### src/rtl/uart_reg_pkg.sv
package uart_reg_pkg;

  localparam int DATA_W = 8;
  localparam int ADDR_W = 5;
  localparam int SLOT_W = ADDR_W - 1;

  // Mode register 1 field positions
  localparam int M1_RTS_BIT  = 7;
  localparam int M1_IRQ_BIT  = 6;
  localparam int M1_ERR_BIT  = 5;
  localparam int M1_PM_HI    = 4;
  localparam int M1_PM_LO    = 3;
  localparam int M1_PT_BIT   = 2;
  localparam int M1_CB_HI    = 1;
  localparam int M1_CB_LO    = 0;

  // Slot index = byte offset >> 1 (odd offsets only)
  typedef enum logic [3:0] {
    SLOT_MODE    = 4'd0,
    SLOT_STATCS  = 4'd1,
    SLOT_CMD     = 4'd2,
    SLOT_RXTX    = 4'd3,
    SLOT_IPCAUX  = 4'd4,
    SLOT_ISRIMR  = 4'd5,
    SLOT_BGHI    = 4'd6,
    SLOT_BGLO    = 4'd7,
    SLOT_RSV8    = 4'd8,
    SLOT_RSV9    = 4'd9,
    SLOT_RSV10   = 4'd10,
    SLOT_RSV11   = 4'd11,
    SLOT_VECTOR  = 4'd12,
    SLOT_INPORT  = 4'd13,
    SLOT_OPSET   = 4'd14,
    SLOT_OPCLR   = 4'd15
  } slotT;

  typedef enum logic [3:0] {
    RD_NONE   = 4'd0,
    RD_MODE1  = 4'd1,
    RD_MODE2  = 4'd2,
    RD_STATUS = 4'd3,
    RD_RXBUF  = 4'd4,
    RD_IPCHG  = 4'd5,
    RD_ISR    = 4'd6,
    RD_BGHI   = 4'd7,
    RD_BGLO   = 4'd8,
    RD_VECTOR = 4'd9,
    RD_INPORT = 4'd10
  } rdSelT;

  typedef struct packed {
    logic wrMode1;
    logic wrMode2;
    logic wrClkSel;
    logic wrCmd;
    logic wrTx;
    logic wrAux;
    logic wrMask;
    logic wrBgHi;
    logic wrBgLo;
    logic wrVector;
    logic wrOpSet;
    logic wrOpClr;
    logic popRx;
  } strobeT;

endpackage

### src/rtl/uart_reg_ctrl.sv
module uart_reg_ctrl
  import uart_reg_pkg::*;
#(
  parameter int ADDR_W_P = ADDR_W
) (
  input  logic                clk,
  input  logic                rstN,
  input  logic                busSel,
  input  logic                busWr,
  input  logic [ADDR_W_P-1:0] busAddr,
  input  logic                setPtrCmd,
  output strobeT              stb,
  output rdSelT               rdSel,
  output logic                modePtr
);

  localparam int SLOT_W_L = ADDR_W_P - 1;

  logic                oddHit;
  logic [SLOT_W_L-1:0] slotIdx;
  logic                modeHit;
  logic                isRd;
  logic                isWr;

  assign slotIdx = busAddr[ADDR_W_P-1:1];
  assign oddHit  = busSel && busAddr[0];
  assign isRd    = oddHit && !busWr;
  assign isWr    = oddHit && busWr;
  assign modeHit = oddHit && (slotIdx == SLOT_W_L'(SLOT_MODE));

  always_comb begin
    stb   = '0;
    rdSel = RD_NONE;
    if (oddHit) begin
      case (slotT'(slotIdx))
        SLOT_MODE: begin
          if (isWr) begin
            stb.wrMode1 = !modePtr;
            stb.wrMode2 = modePtr;
          end else begin
            rdSel = modePtr ? RD_MODE2 : RD_MODE1;
          end
        end
        SLOT_STATCS: begin
          if (isWr) stb.wrClkSel = 1'b1;
          else      rdSel = RD_STATUS;
        end
        SLOT_CMD: begin
          if (isWr) stb.wrCmd = 1'b1;
        end
        SLOT_RXTX: begin
          if (isWr) stb.wrTx = 1'b1;
          else begin
            stb.popRx = 1'b1;
            rdSel     = RD_RXBUF;
          end
        end
        SLOT_IPCAUX: begin
          if (isWr) stb.wrAux = 1'b1;
          else      rdSel = RD_IPCHG;
        end
        SLOT_ISRIMR: begin
          if (isWr) stb.wrMask = 1'b1;
          else      rdSel = RD_ISR;
        end
        SLOT_BGHI: begin
          if (isWr) stb.wrBgHi = 1'b1;
          else      rdSel = RD_BGHI;
        end
        SLOT_BGLO: begin
          if (isWr) stb.wrBgLo = 1'b1;
          else      rdSel = RD_BGLO;
        end
        SLOT_VECTOR: begin
          if (isWr) stb.wrVector = 1'b1;
          else      rdSel = RD_VECTOR;
        end
        SLOT_INPORT: begin
          if (isRd) rdSel = RD_INPORT;
        end
        SLOT_OPSET: begin
          if (isWr) stb.wrOpSet = 1'b1;
        end
        SLOT_OPCLR: begin
          if (isWr) stb.wrOpClr = 1'b1;
        end
        default: begin
          stb   = '0;
          rdSel = RD_NONE;
        end
      endcase
    end
  end

  // Mode pointer: 0 selects mode register 1, 1 selects mode register 2
  always_ff @(posedge clk or negedge rstN) begin
    if (!rstN)          modePtr <= 1'b0;
    else if (setPtrCmd) modePtr <= 1'b0;
    else if (modeHit)   modePtr <= 1'b1;
  end

  AST_PTR_SETCMD: assert property (@(posedge clk) disable iff (!rstN) setPtrCmd |=> !modePtr);
  AST_PTR_ADVANCE: assert property (@(posedge clk) disable iff (!rstN) (modeHit && !setPtrCmd) |=> modePtr);
  AST_PTR_STICKY: assert property (@(posedge clk) disable iff (!rstN) (modePtr && !setPtrCmd) |=> modePtr);
  AST_STROBE_ONEHOT: assert property (@(posedge clk) disable iff (!rstN) $onehot0(stb));
  AST_WRITE_NO_READ: assert property (@(posedge clk) disable iff (!rstN) (busSel && busWr) |-> (rdSel == RD_NONE));

endmodule

### src/rtl/uart_reg_dp.sv
module uart_reg_dp
  import uart_reg_pkg::*;
#(
  parameter int DATA_W_P = DATA_W
) (
  input  logic                clk,
  input  logic                rstN,
  input  strobeT              stb,
  input  rdSelT               rdSel,
  input  logic [DATA_W_P-1:0] wdata,
  input  logic [DATA_W_P-1:0] statusIn,
  input  logic [DATA_W_P-1:0] rxData,
  input  logic [DATA_W_P-1:0] ipChangeIn,
  input  logic [DATA_W_P-1:0] intStatusIn,
  input  logic [DATA_W_P-1:0] inputPortIn,
  output logic [DATA_W_P-1:0] rdata,
  output logic [DATA_W_P-1:0] mode1Q,
  output logic [DATA_W_P-1:0] mode2Q,
  output logic [DATA_W_P-1:0] clkSelQ,
  output logic [DATA_W_P-1:0] auxCtlQ,
  output logic [DATA_W_P-1:0] intMaskQ,
  output logic [DATA_W_P-1:0] prescaleHiQ,
  output logic [DATA_W_P-1:0] prescaleLoQ,
  output logic [DATA_W_P-1:0] vectorQ,
  output logic [DATA_W_P-1:0] outPort
);

  always_ff @(posedge clk or negedge rstN) begin
    if (!rstN) begin
      mode1Q      <= '0;
      mode2Q      <= '0;
      clkSelQ     <= '0;
      auxCtlQ     <= '0;
      intMaskQ    <= '0;
      prescaleHiQ <= '0;
      prescaleLoQ <= '0;
      vectorQ     <= '0;
    end else begin
      if (stb.wrMode1)  mode1Q      <= wdata;
      if (stb.wrMode2)  mode2Q      <= wdata;
      if (stb.wrClkSel) clkSelQ     <= wdata;
      if (stb.wrAux)    auxCtlQ     <= wdata;
      if (stb.wrMask)   intMaskQ    <= wdata;
      if (stb.wrBgHi)   prescaleHiQ <= wdata;
      if (stb.wrBgLo)   prescaleLoQ <= wdata;
      if (stb.wrVector) vectorQ     <= wdata;
    end
  end

  for (genvar b = 0; b < DATA_W_P; b++) begin : gOutBit
    always_ff @(posedge clk or negedge rstN) begin
      if (!rstN)                          outPort[b] <= 1'b0;
      else if (stb.wrOpSet && wdata[b])   outPort[b] <= 1'b1;
      else if (stb.wrOpClr && wdata[b])   outPort[b] <= 1'b0;
    end
  end

  always_comb begin
    case (rdSel)
      RD_MODE1:  rdata = mode1Q;
      RD_MODE2:  rdata = mode2Q;
      RD_STATUS: rdata = statusIn;
      RD_RXBUF:  rdata = rxData;
      RD_IPCHG:  rdata = ipChangeIn;
      RD_ISR:    rdata = intStatusIn;
      RD_BGHI:   rdata = prescaleHiQ;
      RD_BGLO:   rdata = prescaleLoQ;
      RD_VECTOR: rdata = vectorQ;
      RD_INPORT: rdata = inputPortIn;
      default:   rdata = '0;
    endcase
  end

  AST_OPSET_BITS: assert property (@(posedge clk) disable iff (!rstN) stb.wrOpSet |=> ((outPort & $past(wdata)) == $past(wdata)));
  AST_OPCLR_BITS: assert property (@(posedge clk) disable iff (!rstN) stb.wrOpClr |=> ((outPort & $past(wdata)) == '0));
  AST_IDLE_HOLD: assert property (@(posedge clk) disable iff (!rstN) (stb == '0) |=> ($stable(mode1Q) && $stable(mode2Q) && $stable(clkSelQ) && $stable(auxCtlQ) && $stable(intMaskQ) && $stable(outPort)));

endmodule

### src/rtl/uart_reg_if.sv
module uart_reg_if
  import uart_reg_pkg::*;
#(
  parameter int DATA_W_P = DATA_W,
  parameter int ADDR_W_P = ADDR_W
) (
  input  logic                clk,
  input  logic                rstN,
  input  logic                busSel,
  input  logic                busWr,
  input  logic [ADDR_W_P-1:0] busAddr,
  input  logic [DATA_W_P-1:0] busWdata,
  output logic [DATA_W_P-1:0] busRdata,
  input  logic                setPtrCmd,
  input  logic [DATA_W_P-1:0] statusIn,
  input  logic [DATA_W_P-1:0] rxData,
  input  logic [DATA_W_P-1:0] ipChangeIn,
  input  logic [DATA_W_P-1:0] intStatusIn,
  input  logic [DATA_W_P-1:0] inputPortIn,
  output logic                rxPop,
  output logic                txPush,
  output logic [DATA_W_P-1:0] txData,
  output logic                cmdStrobe,
  output logic [DATA_W_P-1:0] cmdData,
  output logic                rxRtsCtl,
  output logic                rxIrqSel,
  output logic                errMode,
  output logic [1:0]          parityMode,
  output logic                parityType,
  output logic [1:0]          charBits,
  output logic [DATA_W_P-1:0] mode2Q,
  output logic [DATA_W_P-1:0] clkSelQ,
  output logic [DATA_W_P-1:0] auxCtlQ,
  output logic [DATA_W_P-1:0] intMaskQ,
  output logic [DATA_W_P-1:0] prescaleHiQ,
  output logic [DATA_W_P-1:0] prescaleLoQ,
  output logic [DATA_W_P-1:0] vectorQ,
  output logic [DATA_W_P-1:0] outPort
);

  strobeT              stb;
  rdSelT               rdSel;
  logic                modePtr;
  logic [DATA_W_P-1:0] mode1Q;

  uart_reg_ctrl #(.ADDR_W_P(ADDR_W_P)) uCtrl (
    .clk       (clk),
    .rstN      (rstN),
    .busSel    (busSel),
    .busWr     (busWr),
    .busAddr   (busAddr),
    .setPtrCmd (setPtrCmd),
    .stb       (stb),
    .rdSel     (rdSel),
    .modePtr   (modePtr)
  );

  uart_reg_dp #(.DATA_W_P(DATA_W_P)) uDp (
    .clk         (clk),
    .rstN        (rstN),
    .stb         (stb),
    .rdSel       (rdSel),
    .wdata       (busWdata),
    .statusIn    (statusIn),
    .rxData      (rxData),
    .ipChangeIn  (ipChangeIn),
    .intStatusIn (intStatusIn),
    .inputPortIn (inputPortIn),
    .rdata       (busRdata),
    .mode1Q      (mode1Q),
    .mode2Q      (mode2Q),
    .clkSelQ     (clkSelQ),
    .auxCtlQ     (auxCtlQ),
    .intMaskQ    (intMaskQ),
    .prescaleHiQ (prescaleHiQ),
    .prescaleLoQ (prescaleLoQ),
    .vectorQ     (vectorQ),
    .outPort     (outPort)
  );

  assign rxPop      = stb.popRx;
  assign txPush     = stb.wrTx;
  assign txData     = busWdata;
  assign cmdStrobe  = stb.wrCmd;
  assign cmdData    = busWdata;
  assign rxRtsCtl   = mode1Q[M1_RTS_BIT];
  assign rxIrqSel   = mode1Q[M1_IRQ_BIT];
  assign errMode    = mode1Q[M1_ERR_BIT];
  assign parityMode = mode1Q[M1_PM_HI:M1_PM_LO];
  assign parityType = mode1Q[M1_PT_BIT];
  assign charBits   = mode1Q[M1_CB_HI:M1_CB_LO];

endmodule

### config.mk
export PLATFORM = sky130hd
export DESIGN_NAME = uart_reg_if
export DESIGN_NICKNAME = d
export VERILOG_FILES = /design/src/rtl/uart_reg_pkg.sv /design/src/rtl/uart_reg_ctrl.sv /design/src/rtl/uart_reg_dp.sv /design/src/rtl/uart_reg_if.sv
export SDC_FILE = /design/constraint.sdc
export NUM_CORES = 1
export LEC_CHECK = 0
export ABC_AREA = 1
export BUFFER_PORTS_ARGS = -buffer_cell sky130_fd_sc_hd__buf_2
export CORE_MARGIN = 3
export CORE_UTILIZATION = 45
export CTS_CLUSTER_SIZE = 30
export DETAILED_ROUTE_END_ITERATION = 6
export PLACE_DENSITY = 0.75
export REMOVE_ABC_BUFFERS = 1
export SETUP_SLACK_MARGIN = 0.5
export SYNTH_ARGS = -nofsm -noshare
export SYNTH_HDL_FRONTEND = slang
export SYNTH_HIERARCHICAL = 1
export SYNTH_SLANG_ARGS = --single-unit
### constraint.sdc
create_clock -name clk -period 4.1 [get_ports clk]
set_input_delay 1.025 -clock clk [delete_from_list [all_inputs] [get_ports clk]]
set_output_delay 1.025 -clock clk [all_outputs]
set_load 0.01 [all_outputs]
* Word-level counts from Yosys, hierarchy flattened
Index checks and enable logic that the tools add are counted.
W data, S select, Z words.
** Cells by class
- Eq/ne operators :: 21
- Muxes and demuxes :: 47
- Reduce and logical (&&, ||, !) cells :: 32
** Operators with widths (count)
- $pmux W8 S10 :: 1
- $pmux W4 S9 :: 1
- $eq A4 B3 Y1 const B :: 8
- $mux W1 :: 31
- $eq A4 B4 Y1 const B :: 7
- $logic_and A1 B1 Y1 :: 20
- $mux W4 :: 5
- $reduce_bool A2 Y1 :: 9
- $eq A4 B2 Y1 const B :: 4
- $mux W13 :: 1
- $mux W3 :: 4
- $eq A4 B1 Y1 const B :: 2
- $mux W2 :: 4
- $logic_not A4 Y1 :: 1
- $logic_not A1 Y1 :: 2
** Storage, ports and cells
- Register bits after elaboration :: 73
- Bits of input ports :: 58
- Output and inout bits :: 99
- Logic and storage cells :: 117

* Depth between registers and ports, before layout
Gate-level depths: netlist (run 1).
- Depth after elaboration :: 8
- Mapped depth :: 15
- Depth with buffers taken out :: 15

* Cells and area by module
Netlist (run 1), hierarchy kept.
** Modules (own cells, without submodules)
- uart_reg_dp :: times used 1, cells an instance 428, area each 3424.5 µm², seq. area each 1801.7 µm²
- uart_reg_ctrl :: times used 1, cells an instance 73, area each 350.3 µm², seq. area each 25.0 µm²
- uart_reg_if :: times used 1, cells an instance 16, area each 120.1 µm², seq. area each 0.0 µm²

* Worst setup path after synthesis (run 1)
No wires, ideal clock.
- Kind :: in2out
- From :: in busAddr[1]
- To :: out busRdata[7]
- Arrival time :: 2432 ps
- Data required time :: 3075 ps
- Slack :: 643 ps
- Cell stages on the path :: 12
- Buffers on the path :: 1
- Cell sequence :: nor2_2 -> nand2_2 -> o21ai_1 -> nor2_1 -> nor2_1 -> inv_2 -> nor2_4 -> buf_6 -> nand3_1 -> nand2_1 -> nor2_1 -> nand3_1
** Between the ends
- Word-level cells in the longest chain between the ends :: 5
- Elaborated cells between the ends (all ways) :: 22
- Classes of those cells :: eq/ne (18); mux (3); reduce/logical (1)
** Ends and longest elaborated chain
- from (decl) :: line uart_reg_if.sv:11 : input logic [ADDR_W_P-1:0] busAddr,
- $eq A4 B4 Y1 (tied with other cells) :: line uart_reg_ctrl.sv:35 : case (slotT'(slotIdx))
- $pmux W4 S9 (*) :: line uart_reg_ctrl.sv:35
- $mux W4 (*) :: line uart_reg_ctrl.sv:34 : if (oddHit) begin
- net rdSel[1] :: line uart_reg_if.sv:42 : rdSelT rdSel;
- $eq A4 B4 Y1 (tied with other cells) :: line uart_reg_dp.sv:59 : case (rdSel)
- $pmux W8 S10 (*) :: line uart_reg_dp.sv:59
- to (decl) :: line uart_reg_if.sv:13 : output logic [DATA_W_P-1:0] busRdata,
The timed path passes the listed nets; every way through them passes the cells marked *.

* Worst setup path in the final report (run 1)
- From :: in busAddr[1]
- To :: out busRdata[6]
The elaborated chain is that of the path after synthesis.

==> results of run 1 <==
cell families after synthesis:
| logic type | synth area share (%) |
|---|---|
| AOI/OAI and AO/OA | 10.2 |
| and+or+nand+nor | 32.3 |
| DFF | 46.9 |
| buffers and inverters | 10.6 |
sequential cells by signal, summed over array words and instances (netlist names):
signal / cells
uDp/prescaleHiQ: 8
uDp/prescaleLoQ: 8
uDp/mode2Q: 8
uDp/clkSelQ: 8
uDp/auxCtlQ: 8
uDp/vectorQ: 8
uCtrl/modePtr: 1
uDp/intMaskQ: 8
uDp/outPort: 8
uDp/mode1Q: 8
placed cells by master, fill, tap and decap left out, drive strengths merged:
master | netlist | layout
a21oi | 66 | 66
nor4 | 1 | 1
nor3 | 4 | 4
clkinv | 9 | 11
nand2 | 83 | 83
clkinvlp | 0 | 2
dfrtp | 73 | 73
inv | 24 | 24
nor2 | 109 | 109
o21ai | 12 | 12
buf | 36 | 191
bufinv | 0 | 3
o211ai | 1 | 1
nand4 | 2 | 2
nand3 | 88 | 88
clkbuf | 9 | 11
power groups by stage:
stage	sequential [mW]	combinational [mW]	clock, mW
after detailed placement	0.941	0.441	0
final	0.933	0.484	0.690
after floorplan	0.986	0.142	0
after CTS	0.930	0.480	0.705
after global placement	0.936	0.431	0
after global routing	0.948	0.530	0.733
per-layer routing:
| metal | part of all wire (%) | wire length, um | vias up |
|---|---|---|---|
| met5 | 0 | 0 | - |
| met4 | 1.7 | 226 | 0 |
| met3 | 10 | 1330 | 25 |
| met2 | 50 | 6580 | 240 |
| met1 | 38 | 5030 | 2000 |
| li1 | - | - | 1994 |
Yosys cell counts (2+ instances only):
library cell,count
a21oi_1,66
nor3_1,4
clkbuf_1,9
buf_2,12
nor2_2,8
nand2_1,82
nor2_4,4
clkinv_1,9
nor2_1,97
o21ai_1,3
dfrtp_1,73
nand3_1,87
inv_1,14
o21ai_0,9
inv_2,10
nand4_1,2
buf_4,20
buf_6,4
worst max-delay path, delay by kind of cell:
kind,cells,cell delay (ns)
simple gates,9,0.93
compound gates,1,0.13
buf+inv,5,0.69
final cells by class:
class	instances	area, um^2
clock buffer	10	138
clock inverter	6	115
fill	690	2860
inverter	33	131
multi-input combinational	366	1810
sequential	73	1830
tap	105	131
timing repair buffer	192	1280
timing repair inverter	1	7.51
stage by stage:
| step | hold slack, ns | power (mW) | cells | utilization (%) | setup WS, ns |
|---|---|---|---|---|---|
| final | 0.500 | 2.11 | 786 | 65.6 | 0.299 |
| after global routing | 0.545 | 2.21 | 786 | 65.6 | 0.171 |
| after CTS | 0.508 | 2.12 | 786 | 65.0 | 0.435 |
| after detailed placement | 0.480 | 1.38 | 745 | 56.3 | 0.0659 |
| after global placement | 0.464 | 1.37 | 745 | 56.3 | 0.137 |
| after floorplan | 0.514 | 1.13 | 472 | - | 0.536 |
final timing paths:
path / to / from / cells after the start / slack, ns
setup reg to reg: uDp/mode2Q[6]$_DFFE_PN0P_ / uCtrl/modePtr$_DFFE_PN0P_ / 3 / 2.30
max in group asynchronous: uDp/prescaleLoQ[0]$_DFFE_PN0P_ / rstN / 1 / 2.69
hold / removal: uDp/outPort[3]$_DFFE_PN0P_ / uDp/outPort[3]$_DFFE_PN0P_ / 2 / 0.50
hold reg to reg: uDp/outPort[3]$_DFFE_PN0P_ / uDp/outPort[3]$_DFFE_PN0P_ / 2 / 0.50
min in group asynchronous: uDp/outPort[1]$_DFFE_PN0P_ / rstN / 1 / 0.80
setup / recovery: busRdata[6] / busAddr[1] / 15 / 0.30
timing repair:
item	4_1_cts	5_1_grt
gates resized for setup	45	13
endpoints found under the setup margin	8	8
buffers inserted	19	0
pin swaps	15	9
gates cloned	6	0
==> flow_summary.ini, run 1 <==
[logic_synthesis]
synth_seq_cells = 73
synth.top_cell.area_share_pct = 46.9
synth_seq_area_share_pct = 46.9
yosys_warn_count = 6
yosys-top-cells-area = dfrtp_1, nand3_1, nor2_1, a21oi_1, nand2_1
yosysTopAreaCell = dfrtp_1
syn_inst = 517
post_synthesis_instance_area_um2 = 3890
synthFlopType = dfrtp_1
edff_count_synth = 0
synth.lib_cells_used.distinct = 22
postSynthAreaPerCell_um2 = 7.53
synth-async-reset-ratio_pct = 100

[setup_path]
worst_path_max_delay_cell = nor2_2
cp.required_ns = 3.07
timing_worst_setup_path_type = in2out
peak_fanout_along_the_critical_path = 8
crit_path_end_kind = output port
cp_cell_sequence = buf_6, nor2_4, buf_6, nand2_4, o21ai_1, nor2_1, nor2_2, buf_4, nor2_4, buf_12, nand3_1, nand2_1, nor2_2, nand3_1, buf_2
start_kind = input pin
worstPathArrival_ns = 2.78
cpPeakStageDelay_ns = 0.21

[floorplanning]
num_rows = 33
die_x_um = 99.0
floorplan.initialDensity_pct = 46.9
io_pins = 157
core_area_um2 = 8300
fp.dieH_um = 99.0
die-area_um2 = 9810

[power_and_ir_drop]
power_switching_share_pct = 30.3
p_per_area_nw_per_um2 = 387
p_switching_uw = 638
power_frac_clock_pct = 32.8
peakVddDrop_v = 0.000273
leakage_nw = 2.89
power_frac_seq_pct = 44.3
pwr-share-comb_pct = 23.0
power.internal_mw = 1.47

[global_route]
grt.met1_usage_pct = 31.5
initial_antenna_violation_count = 0
global_route_wire_length_before_repair_um = 20300
grt-busiest-layer = met2
largest_net_degree_at_the_start_of_global_routing = 74
global_route.usage.met3_pct = 5.17
globalRouteMet2Util_pct = 45.5
grt_use_total_pct = 26.1
first_global_vias = 4245
globalRoute.totalOverflow = 0

[place]
placement.io_buffers = 156
routabilityCongestion = 0.884
placed_cell_area_um2 = 4680
detailed_place_hpwl_um = 8370

[sta]
max-slew-margin-rel_pct = 22.8
slew_violations = 0
fmax_mhz = 263
post-route-period-util_pct = 92.7
final.min_clock_period_ns = 3.80
count_of_endpoints_failing_hold_in_the_final_timing_report = 0
report.final.setup_viol = 0
rsz0062_at_grt = true
fin_skew_ns = 0.00924
setup-tns-final_ns = 0
tightest_slew_ns = 1.15

[routing]
vias = 4259
antenna_left = 0
routed_wl_um = 13200
detailedRoute.firstPassIterationCount = 5
remaining_design_rule_violation_count = 0
wl_per_cell_um = 16.8
drt_iter0_drc = 298
post_drt_via_cell_ratio = 5.42

[status]
status = finished clean

[clock_network]
cts.reportedPaths.clkPinSlew_ns = 0.08
clock_insertion_delay_worst_skew_ns = 0.33
tritoncts = done
clock_sink_count = 73
cts_buffer_depth = 2
post_cts_hold_buffer_count = 0
cts_made_buffers = 9
clock-root-buffer = clkbuf_8
h-tree-depth = 3

[worst_hold_path]
hold_path_class = reg2reg

[layout]
finalInstanceArea_um2 = 5440
num_antenna_cells = 0
nets = 734
synthToLayoutAreaGrowth_pct = 39.7
drive_above_1_share_pct = 37.9

[job]
maxCapViolCount = 0
Power figures use the tool's default switching activity.
==> inputs of run 2 (changes only) <==
--- a/config.mk
+++ b/config.mk
@@ -12,6 +12,7 @@
 export CTS_CLUSTER_SIZE = 30
 export DETAILED_ROUTE_END_ITERATION = 6
 export PLACE_DENSITY = 0.75
+export RECOVER_POWER = 100
 export REMOVE_ABC_BUFFERS = 1
 export SETUP_SLACK_MARGIN = 0.5
 export SYNTH_ARGS = -nofsm -noshare
==> run 2 against run 1 <==
Register-to-register slack worse by 0.63 ns. Highest routed layer unchanged. The run now ends with max-capacitance violations, max-slew violations left. Clock-buffer cell count unchanged. Sequential cell count unchanged. Largest power group unchanged. Clock skew grew 0.0018 ns.
==> flow_summary.ini, run 2 (synthesized netlist as in run 1, its figures left out) <==
[status]
status = finished, violations left
failed_checks = max-capacitance violations, max-slew violations

[clock_network]
clock-root-buffer = clkbuf_8
cts_buffer_depth = 2
clock_sink_count = 73
cts.reportedPaths.clkPinSlew_ns = 0.08
cts_made_buffers = 9
h-tree-depth = 3
tritoncts = done
clock_insertion_delay_worst_skew_ns = 0.33

[routing]
detailedRoute.firstPassIterationCount = 7
post_drt_via_cell_ratio = 5.42
drt_iter0_drc = 280
antenna_left = 0
routed_wl_um = 13100
wl_per_cell_um = 16.6
remaining_design_rule_violation_count = 0
vias = 4263

[sta]
count_of_endpoints_failing_hold_in_the_final_timing_report = 0
tightest_slew_ns = 1.95
fmax_mhz = 260
post-route-period-util_pct = 93.9
hold_slack_ns = 0.503
setup_ws_ns = 0.251
final.min_clock_period_ns = 3.85
setup-tns-final_ns = 0
max-slew-margin-rel_pct = -31.2
slew_violations = 125
report.final.setup_viol = 0
rsz0062_at_grt = true
fin_skew_ns = 0.0111

[global_route]
first_global_vias = 4245
initial_antenna_violation_count = 0
grt_use_total_pct = 26.1
largest_net_degree_at_the_start_of_global_routing = 74
globalRoute.totalOverflow = 0
global_route_wire_length_before_repair_um = 20300

[floorplanning]
core_area_um2 = 8300
num_rows = 33
fp.dieH_um = 99.0
die_x_um = 99.0
io_pins = 157
floorplan.initialDensity_pct = 46.9
die-area_um2 = 9810

[setup_path]
cpPeakStageDelay_ns = 0.20
r2r_setup_slk_ns = 1.67
cp_cell_sequence = clkbuf_1, nand3_4, nand2_1, clkinv_1, o21ai_0, a21oi_2, buf_4, buf_4, nor2_4, buf_12, nand3_1, nand2_1, nor2_1, nand3_1, buf_2
worstPathArrival_ns = 2.82
worst_path_max_delay_cell = clkbuf_1
cp-startpoint = busAddr[0]
timing_worst_setup_path_type = in2out
crit-reg2reg-capture = uDp/mode2Q[6]$_DFFE_PN0P_
peak_fanout_along_the_critical_path = 24
crit_path_end_kind = output port
cp.required_ns = 3.07
start_kind = input pin
r2r.worst_path.cells = 4
rr_startpoint = uCtrl/modePtr$_DFFE_PN0P_

[power_and_ir_drop]
power_switching_share_pct = 30.9
p_switching_uw = 640
p_total_mw = 2.07
power_frac_seq_pct = 45.2
leakage_nw = 2.54
pwr-share-comb_pct = 21.5
power.internal_mw = 1.43
p_per_area_nw_per_um2 = 392
power_frac_clock_pct = 33.3
peakVddDrop_v = 0.000268

[worst_hold_path]
hold_path_class = reg2reg
timing.hold.worst_path_depth = 2
hold_path_startpoint = uDp/outPort[3]$_DFFE_PN0P_
min_to = uDp/outPort[3]$_DFFE_PN0P_

[job]
maxCapViolCount = 4

[layout]
layout_commonest_cell = clkbuf_1
num_antenna_cells = 0
finalNonFillerCells = 786
drive_above_1_share_pct = 23.1
synthToLayoutAreaGrowth_pct = 35.8
layout.cells.most_common_list = clkbuf_1, nor2_1, nand3_1, nand2_1, dfrtp_1
nets = 734

[place]
dp_cells = 745
placement.io_buffers = 156
pre_cts_ws_ns = 0.0659
detailed_place_hpwl_um = 8370
routabilityCongestion = 0.884
-- run 2: cell types whose count changed in the layout (fill, tap and decap cells not counted), sizes merged --
| cell | delta |
|---|---|
| buf | -99 |
| clkbuf | +99 |
| clkinv | +1 |
| inv | -1 |
-- run 2: routing by layer --
metal | GRT usage (%) | vias to the layer above | share of wire (%)
li1 | - | 1992 | -
met1 | 31.5 | 2002 | 38
met2 | 45.5 | 239 | 50
met3 | 5.17 | 30 | 10
met4 | 10.7 | 0 | 2.0
met5 | 0 | - | 0
-- run 2: area by class of cell --
type / instances / area [um^2]
clock buffer: 10 / 138
clock inverter: 6 / 115
fill: 752 / 3010
inverter: 33 / 131
multi-input combinational: 366 / 1800
sequential: 73 / 1830
tap: 105 / 131
timing repair buffer: 192 / 1140
timing repair inverter: 1 / 7.51
-- run 2: worst max-delay path by stage --
stage	endpoint	slack, ns
final	busRdata[3]	0.25
after global routing	busRdata[3]	0.12
after global placement	busRdata[7]	0.14
after detailed placement	busRdata[7]	0.07
after CTS	busRdata[6]	0.44
after floorplan	busRdata[4]	0.54
-- run 2: critical path: cells and delay by family --
family	cells	cell delay, ns
buffers and inverters	6	0.86
AND/OR/NAND/NOR	7	0.68
AO/OA/AOI/OAI	2	0.24
-- run 2: power by group through the flow --
stage               Clock, mW  Combinational, mW  Sequential, mW
floorplan                   0              0.142           0.986
global placement            0              0.431           0.936
detailed placement          0              0.441           0.941
CTS                     0.705              0.480           0.930
global route            0.733              0.492           0.952
finish                  0.690              0.446           0.937
-- run 2: per-stage QoR --
| stage | util [%] | instance area (um^2) |
|---|---|---|
| 2_1_floorplan | - | 3610 |
| 3_3_place_gp | 56.3 | 4680 |
| 3_5_place_dp | 56.3 | 4680 |
| 4_1_cts | 65.0 | 5390 |
| 5_1_grt | 63.7 | 5290 |
| 6_report | 63.7 | 5290 |
-- run 2: what timing repair did --
action,in CTS,in global routing
pin swaps,15,9
hold buffers,0,0
buffers inserted,19,0
endpoints found under the setup margin,8,8
cloned,6,0
gates resized for setup,45,13
